## src/rtl/rename_pkg.sv

```systemverilog
`timescale 1ns/1ps
// Shared definitions for the rename map table.
// Assumes: nothing; holds defaults and the update-kind encoding only.
package rename_pkg;
    localparam int DEF_ARCH_REGS   = 8;
    localparam int DEF_ROB_ENTRIES = 16;

    // Kind of update applied to the live copy of one entry in a cycle.
    typedef enum logic [1:0] {
        UPD_HOLD    = 2'd0,
        UPD_RENAME  = 2'd1,
        UPD_CLEAR   = 2'd2,
        UPD_RESTORE = 2'd3
    } upd_kind_e;
endpackage

```

## src/rtl/rename_map_entry.sv

```systemverilog
`timescale 1ns/1ps
// One register's mapping: a live (valid, tag) pair and its saved copy.
// Assumes: wr_sel and ret_sel are already decoded for this register;
// priority is restore > flush > rename > retirement clear.
module rename_map_entry
    import rename_pkg::*;
#(
    parameter int TAG_W = 4
) (
    input  logic             clk,
    input  logic             rst_n,
    input  logic             wr_sel,
    input  logic [TAG_W-1:0] wr_tag,
    input  logic             ret_sel,
    input  logic [TAG_W-1:0] ret_tag,
    input  logic             flush,
    input  logic             take,
    input  logic             restore,
    output logic             map_valid,
    output logic [TAG_W-1:0] map_tag
);
    logic             live_v, snap_v;
    logic [TAG_W-1:0] live_t, snap_t;
    logic             live_ret, snap_ret;
    upd_kind_e        live_kind;

    // Detect a retirement that matches the stored producer of each copy.
    always_comb begin
        live_ret = ret_sel && live_v && (live_t == ret_tag);
        snap_ret = ret_sel && snap_v && (snap_t == ret_tag);
    end

    // Pick the single update that wins for the live copy this cycle.
    always_comb begin
        if (restore)       live_kind = UPD_RESTORE;
        else if (flush)    live_kind = UPD_CLEAR;
        else if (wr_sel)   live_kind = UPD_RENAME;
        else if (live_ret) live_kind = UPD_CLEAR;
        else               live_kind = UPD_HOLD;
    end

    // Live copy register.
    always_ff @(posedge clk) begin
        if (!rst_n) begin
            live_v <= 1'b0;
            live_t <= '0;
        end else begin
            case (live_kind)
                UPD_RESTORE: begin
                    live_v <= snap_v && !snap_ret;
                    live_t <= snap_t;
                end
                UPD_CLEAR:  live_v <= 1'b0;
                UPD_RENAME: begin
                    live_v <= 1'b1;
                    live_t <= wr_tag;
                end
                default: ;
            endcase
        end
    end

    // Saved copy register: capture on take, otherwise track retirements.
    always_ff @(posedge clk) begin
        if (!rst_n) begin
            snap_v <= 1'b0;
            snap_t <= '0;
        end else if (take && !restore) begin
            snap_v <= live_v && !live_ret;
            snap_t <= live_t;
        end else if (snap_ret) begin
            snap_v <= 1'b0;
        end
    end

    assign map_valid = live_v;
    assign map_tag   = live_t;
endmodule

```

## src/rtl/rename_read_port.sv

```systemverilog
`timescale 1ns/1ps
// Combinational lookup of one register in the live table.
// Assumes: ids at or above NUM_REGS return an invalid, zero-tag result.
module rename_read_port #(
    parameter int NUM_REGS = 8,
    parameter int TAG_W    = 4,
    localparam int ID_W    = $clog2(NUM_REGS)
) (
    input  logic [NUM_REGS-1:0]            valid_vec,
    input  logic [NUM_REGS-1:0][TAG_W-1:0] tag_vec,
    input  logic [ID_W-1:0]                rd_id,
    output logic                           rd_valid,
    output logic [TAG_W-1:0]               rd_tag
);
    // Select the addressed entry.
    always_comb begin
        rd_valid = 1'b0;
        rd_tag   = '0;
        for (int i = 0; i < NUM_REGS; i++) begin
            if (rd_id == ID_W'(i)) begin
                rd_valid = valid_vec[i];
                rd_tag   = tag_vec[i];
            end
        end
    end
endmodule

```

## src/rtl/rename_map_table.sv

```systemverilog
`timescale 1ns/1ps
// Register rename map table: two lookups, one rename write, one
// retirement notice, flush and a single whole-table checkpoint per cycle.
// Assumes: lookups see the table before this cycle's updates.
module rename_map_table
    import rename_pkg::*;
#(
    parameter int ARCH_REGS   = DEF_ARCH_REGS,
    parameter int ROB_ENTRIES = DEF_ROB_ENTRIES,
    localparam int ARCH_W     = $clog2(ARCH_REGS),
    localparam int TAG_W      = $clog2(ROB_ENTRIES)
) (
    input  logic              clk,
    input  logic              rst_n,
    input  logic [ARCH_W-1:0] src_a_id,
    output logic              src_a_valid,
    output logic [TAG_W-1:0]  src_a_tag,
    input  logic [ARCH_W-1:0] src_b_id,
    output logic              src_b_valid,
    output logic [TAG_W-1:0]  src_b_tag,
    input  logic              dst_we,
    input  logic [ARCH_W-1:0] dst_id,
    input  logic [TAG_W-1:0]  dst_tag,
    input  logic              retire_en,
    input  logic [ARCH_W-1:0] retire_id,
    input  logic [TAG_W-1:0]  retire_tag,
    input  logic              flush,
    input  logic              ckpt_take,
    input  logic              ckpt_restore
);
    logic [ARCH_REGS-1:0]            map_valid;
    logic [ARCH_REGS-1:0][TAG_W-1:0] map_tag;

    // One entry per architectural register, with its own decode.
    for (genvar g = 0; g < ARCH_REGS; g++) begin : g_entry
        rename_map_entry #(.TAG_W(TAG_W)) u_entry (
            .clk       (clk),
            .rst_n     (rst_n),
            .wr_sel    (dst_we && (dst_id == ARCH_W'(g))),
            .wr_tag    (dst_tag),
            .ret_sel   (retire_en && (retire_id == ARCH_W'(g))),
            .ret_tag   (retire_tag),
            .flush     (flush),
            .take      (ckpt_take),
            .restore   (ckpt_restore),
            .map_valid (map_valid[g]),
            .map_tag   (map_tag[g])
        );
    end

    rename_read_port #(.NUM_REGS(ARCH_REGS), .TAG_W(TAG_W)) u_port_a (
        .valid_vec (map_valid),
        .tag_vec   (map_tag),
        .rd_id     (src_a_id),
        .rd_valid  (src_a_valid),
        .rd_tag    (src_a_tag)
    );

    rename_read_port #(.NUM_REGS(ARCH_REGS), .TAG_W(TAG_W)) u_port_b (
        .valid_vec (map_valid),
        .tag_vec   (map_tag),
        .rd_id     (src_b_id),
        .rd_valid  (src_b_valid),
        .rd_tag    (src_b_tag)
    );
endmodule

```

## config.mk

```make
export PLATFORM = sky130hd
export DESIGN_NAME = rename_map_table
export DESIGN_NICKNAME = d
export VERILOG_FILES = /design/src/rtl/rename_pkg.sv /design/src/rtl/rename_map_entry.sv /design/src/rtl/rename_read_port.sv /design/src/rtl/rename_map_table.sv
export SDC_FILE = /design/constraint.sdc
export NUM_CORES = 1
export LEC_CHECK = 0
export BUFFER_PORTS_ARGS = -buffer_cell sky130_fd_sc_hd__buf_4
export CORE_UTILIZATION = 40
export CTS_CLUSTER_SIZE = 16
export DETAILED_ROUTE_END_ITERATION = 8
export GPL_ROUTABILITY_DRIVEN = 0
export MAX_ROUTING_LAYER = met4
export SLEW_MARGIN = 20
export SYNTH_ARGS = -nofsm -noshare
export SYNTH_HDL_FRONTEND = slang
export SYNTH_SLANG_ARGS = --single-unit
```

## constraint.sdc

```tcl
create_clock -name clk -period 4.5 [get_ports clk]
set_input_delay 0.9 -clock clk [delete_from_list [all_inputs] [get_ports clk]]
set_output_delay 0.9 -clock clk [all_outputs]
set_load 0.02 [all_outputs]
```

==> flow_metrics.tcl <==
set metrics [dict create \
    status "finished, final reports clean" \
    ff_latch_area_um2 1602 \
    slew_headroom_pct 36.52 \
    crit_fanout 17 \
    cts_inserted_buffers 9 \
    syn_area_um2 5539 \
    synthFlopType "dfxtp_1" \
    seq_area_frac_synth_pct 28.91 \
    ff2ff_setup_slack_ns 2.37 \
    ys_seq_elements 80 \
    cts_setup_buffers 0 \
    drtIter0Drc 362 \
    holdBufCountCts 0 \
    p_total_mw 1.845 \
    switching_share_pct 29.38 \
    worst_pin_slew_ns 0.9522 \
    start_kind "primary input" \
    avgViaCountPerCell 5.737 \
    wl_mm 16.06 \
    io_buffers 36 \
    wl_met2_mm 7.466 \
    drtAntennaViolNets 0 \
    nNetsFinal 690 \
    worstSetupPathType "primary input to output pin" \
    syn_to_final_growth_pct 8.764 \
    hold_depth 2 \
    final_common_cell "nand2_1" \
    synthCells 661 \
    track_usage_pct 23.47 \
    switching_power_mw 0.5420 \
    sequentialPowerShare_pct 42.6 \
    die-height_um 119.7 \
    hp-start "g_entry[6].u_entry.snap_v" \
    skew_ns 0.005159 \
    yosysUniqueCellTypes 55 \
    p_leak_nw 2.630 \
    tns_ns 0 \
    cp-end-kind "output pin" \
    fin_crit_ns 3.278 \
    clkPwrFrac_pct 39.5 \
    hold_viol_final 0 \
    clock_path_buffers 2 \
    hold_path_end "g_entry[6].u_entry.snap_v" \
    rsz0062_at_grt "no" \
    clock-sinks 80 \
    final_cell_mix "111 x nand2_1, 80 x dfxtp_1, 54 x mux2i_1" \
    row_count 42 \
    drive_gt1_share_pct 10.77 \
    arrival_ns 2.38 \
    wl_met1_mm 7.459 \
    grt_max_degree 89 \
    combPwrFrac_pct 18.0 \
    die_w_um 119.7 \
    ys_warn_count 0 \
    antenna_cells 0 \
    setup_violations 0 \
    p_per_area_nw_per_um2 306.2 \
    vdd_drop_max_uv 174.8 \
    rr_worst_depth 8 \
    core_region_area_um2 13350 \
    fin_crit_sh_pct 72.85 \
    async_flop_share_pct 0 \
    start_util_pct 41.50 \
    syn-num-nets 705 \
    ios 37 \
    drv_cap 0 \
    hold_class "flip-flop to flip-flop" \
    dr.pass1.iters 5 \
    rr_startpoint "g_entry[3].u_entry.map_tag[2]" \
    dr_wl_met3_um 898 \
    synth_edf_count 0 \
    cts.htree.levels 3 \
    wl_per_cell_um 19.44 \
    vias 4739 \
    path_clk_slew_ns 0.06 \
    drc_errors 0 \
    multi_input_area_um2 3577 \
    p_int_mw 1.303 \
    cts_tree "built" \
    clock_latency_ns 0.34 \
    hpwl_mm 11.15 \
    grt_pass1_vias 4355 \
    routed.top_layer "met4" \
    post_cts_resize_count 0 \
    r2r-end "g_entry[3].u_entry.map_tag[3]" \
    grt_pass1_wl_mm 24.78 \
    fmax_mhz 305.0 \
    dieArea_um2 14320 \
    syn_area_per_cell_um2 8.380 \
    fillCellCount 1352 \
    drv_slew 0 \
    worstPathRequired_ns 3.60 \
    antenna_found_initial 0 \
    overflow 0 \
    cts_root_buffer "clkbuf_16" \
]
==> logic make-up (layout without fill, tap and decap cells) <==
family	after synthesis	in the layout	share of synthesized area, %
simple gates	189	189	16.51
compound gates	171	171	22.43
flops	80	80	28.91
buf+inv	79	68	6.596
xor+xnor	64	64	10.12
mux	61	61	11.59
fa+ha+maj	17	17	3.840
==> worst max-delay path, stage by stage <==
cell and delay [ns]:
buf_4 0.21, nor2b_1 0.40, a22oi_1 0.12, o221a_2 0.26, a21oi_1 0.27, buf_4 0.21
==> area by class of cell <==
| cell class | instances | area share (%) |
|---|---|---|
| multi-input cells | 502 | 59.38 |
| flip-flops and latches | 80 | 26.58 |
| inverters | 16 | 0.9969 |
| clock buffers | 10 | 3.801 |
| repair buffers | 37 | 4.611 |
| well taps | 176 | 3.655 |
| clock inverters | 5 | 0.9761 |
==> power by group through the flow <==
| stage | clock (mW) | sequential, mW | combinational [mW] |
|---|---|---|---|
| 5_1_grt | 0.768 | 0.789 | 0.360 |
| 3_5_place_dp | 0 | 0.801 | 0.329 |
| 2_1_floorplan | 0 | 0.778 | 0.248 |
| 4_1_cts | 0.741 | 0.785 | 0.331 |
| 3_3_place_gp | 0 | 0.801 | 0.321 |
| 6_report | 0.728 | 0.786 | 0.331 |
==> how the worst max path moves through the flow <==
stage | from | end | slack, ns
floorplan | src_b_id[1] | src_b_tag[1] | 1.55
global placement | src_b_id[1] | src_b_valid | 1.35
detailed placement | src_b_id[1] | src_b_tag[3] | 1.25
CTS | src_b_id[1] | src_b_tag[3] | 1.25
global route | src_b_id[1] | src_b_tag[3] | 1.14
finish | src_b_id[1] | src_b_tag[3] | 1.22
==> state kept, by name, summed over array words and instances, names as in the netlist <==
signal                     count
g_entry.u_entry.snap_t        32
g_entry.u_entry.map_tag       32
g_entry.u_entry.map_valid      8
g_entry.u_entry.snap_v         8
==> metal layers <==
metal | up-vias | global-route usage (%)
met5 | - | -
met3 | 18 | 4.087
met2 | 132 | 36.96
li1 | 2293 | -
met1 | 2296 | 30.72
met4 | 0 | 7.031
==> cell usage after synthesis (all sizes together), types with 3 or more instances <==
cell / instances / area (um2)
nor2b: 15 / 93.84
o221a: 3 / 33.78
nor3b: 3 / 22.52
o211a: 32 / 320.3
a21oi: 32 / 160.2
buf: 40 / 219.0
mux2: 5 / 56.30
a21o: 6 / 45.04
o21ai: 35 / 175.2
nand3: 21 / 105.1
nor4: 8 / 50.05
nand2: 111 / 416.7
xnor2: 26 / 227.7
and3: 9 / 56.30
o2111ai: 7 / 67.56
a22o: 3 / 26.28
a21boi: 33 / 247.7
a2bb2oi: 3 / 26.28
nand3b: 4 / 30.03
inv: 16 / 60.06
xor2: 38 / 332.8
dfxtp: 80 / 1602
mux2i: 54 / 540.5
a32oi: 4 / 35.03
a22oi: 3 / 22.52
clkbuf: 23 / 86.33
ha: 17 / 212.7
==> metrics by stage <==
| step | hold WS, ns | util (%) | instances | area [um2] | setup slack (ns) |
|---|---|---|---|---|---|
| after floorplan | 0.4580 | - | 661 | 5539 | 1.546 |
| after global placement | 0.4700 | 42.98 | 811 | 5737 | 1.348 |
| after detailed placement | 0.4782 | 42.98 | 811 | 5737 | 1.253 |
| after CTS | 0.4873 | 45.14 | 826 | 6025 | 1.252 |
| after global routing | 0.5200 | 45.14 | 826 | 6025 | 1.136 |
| final | 0.4916 | 45.14 | 826 | 6025 | 1.222 |
Power figures use the tool's default switching activity.
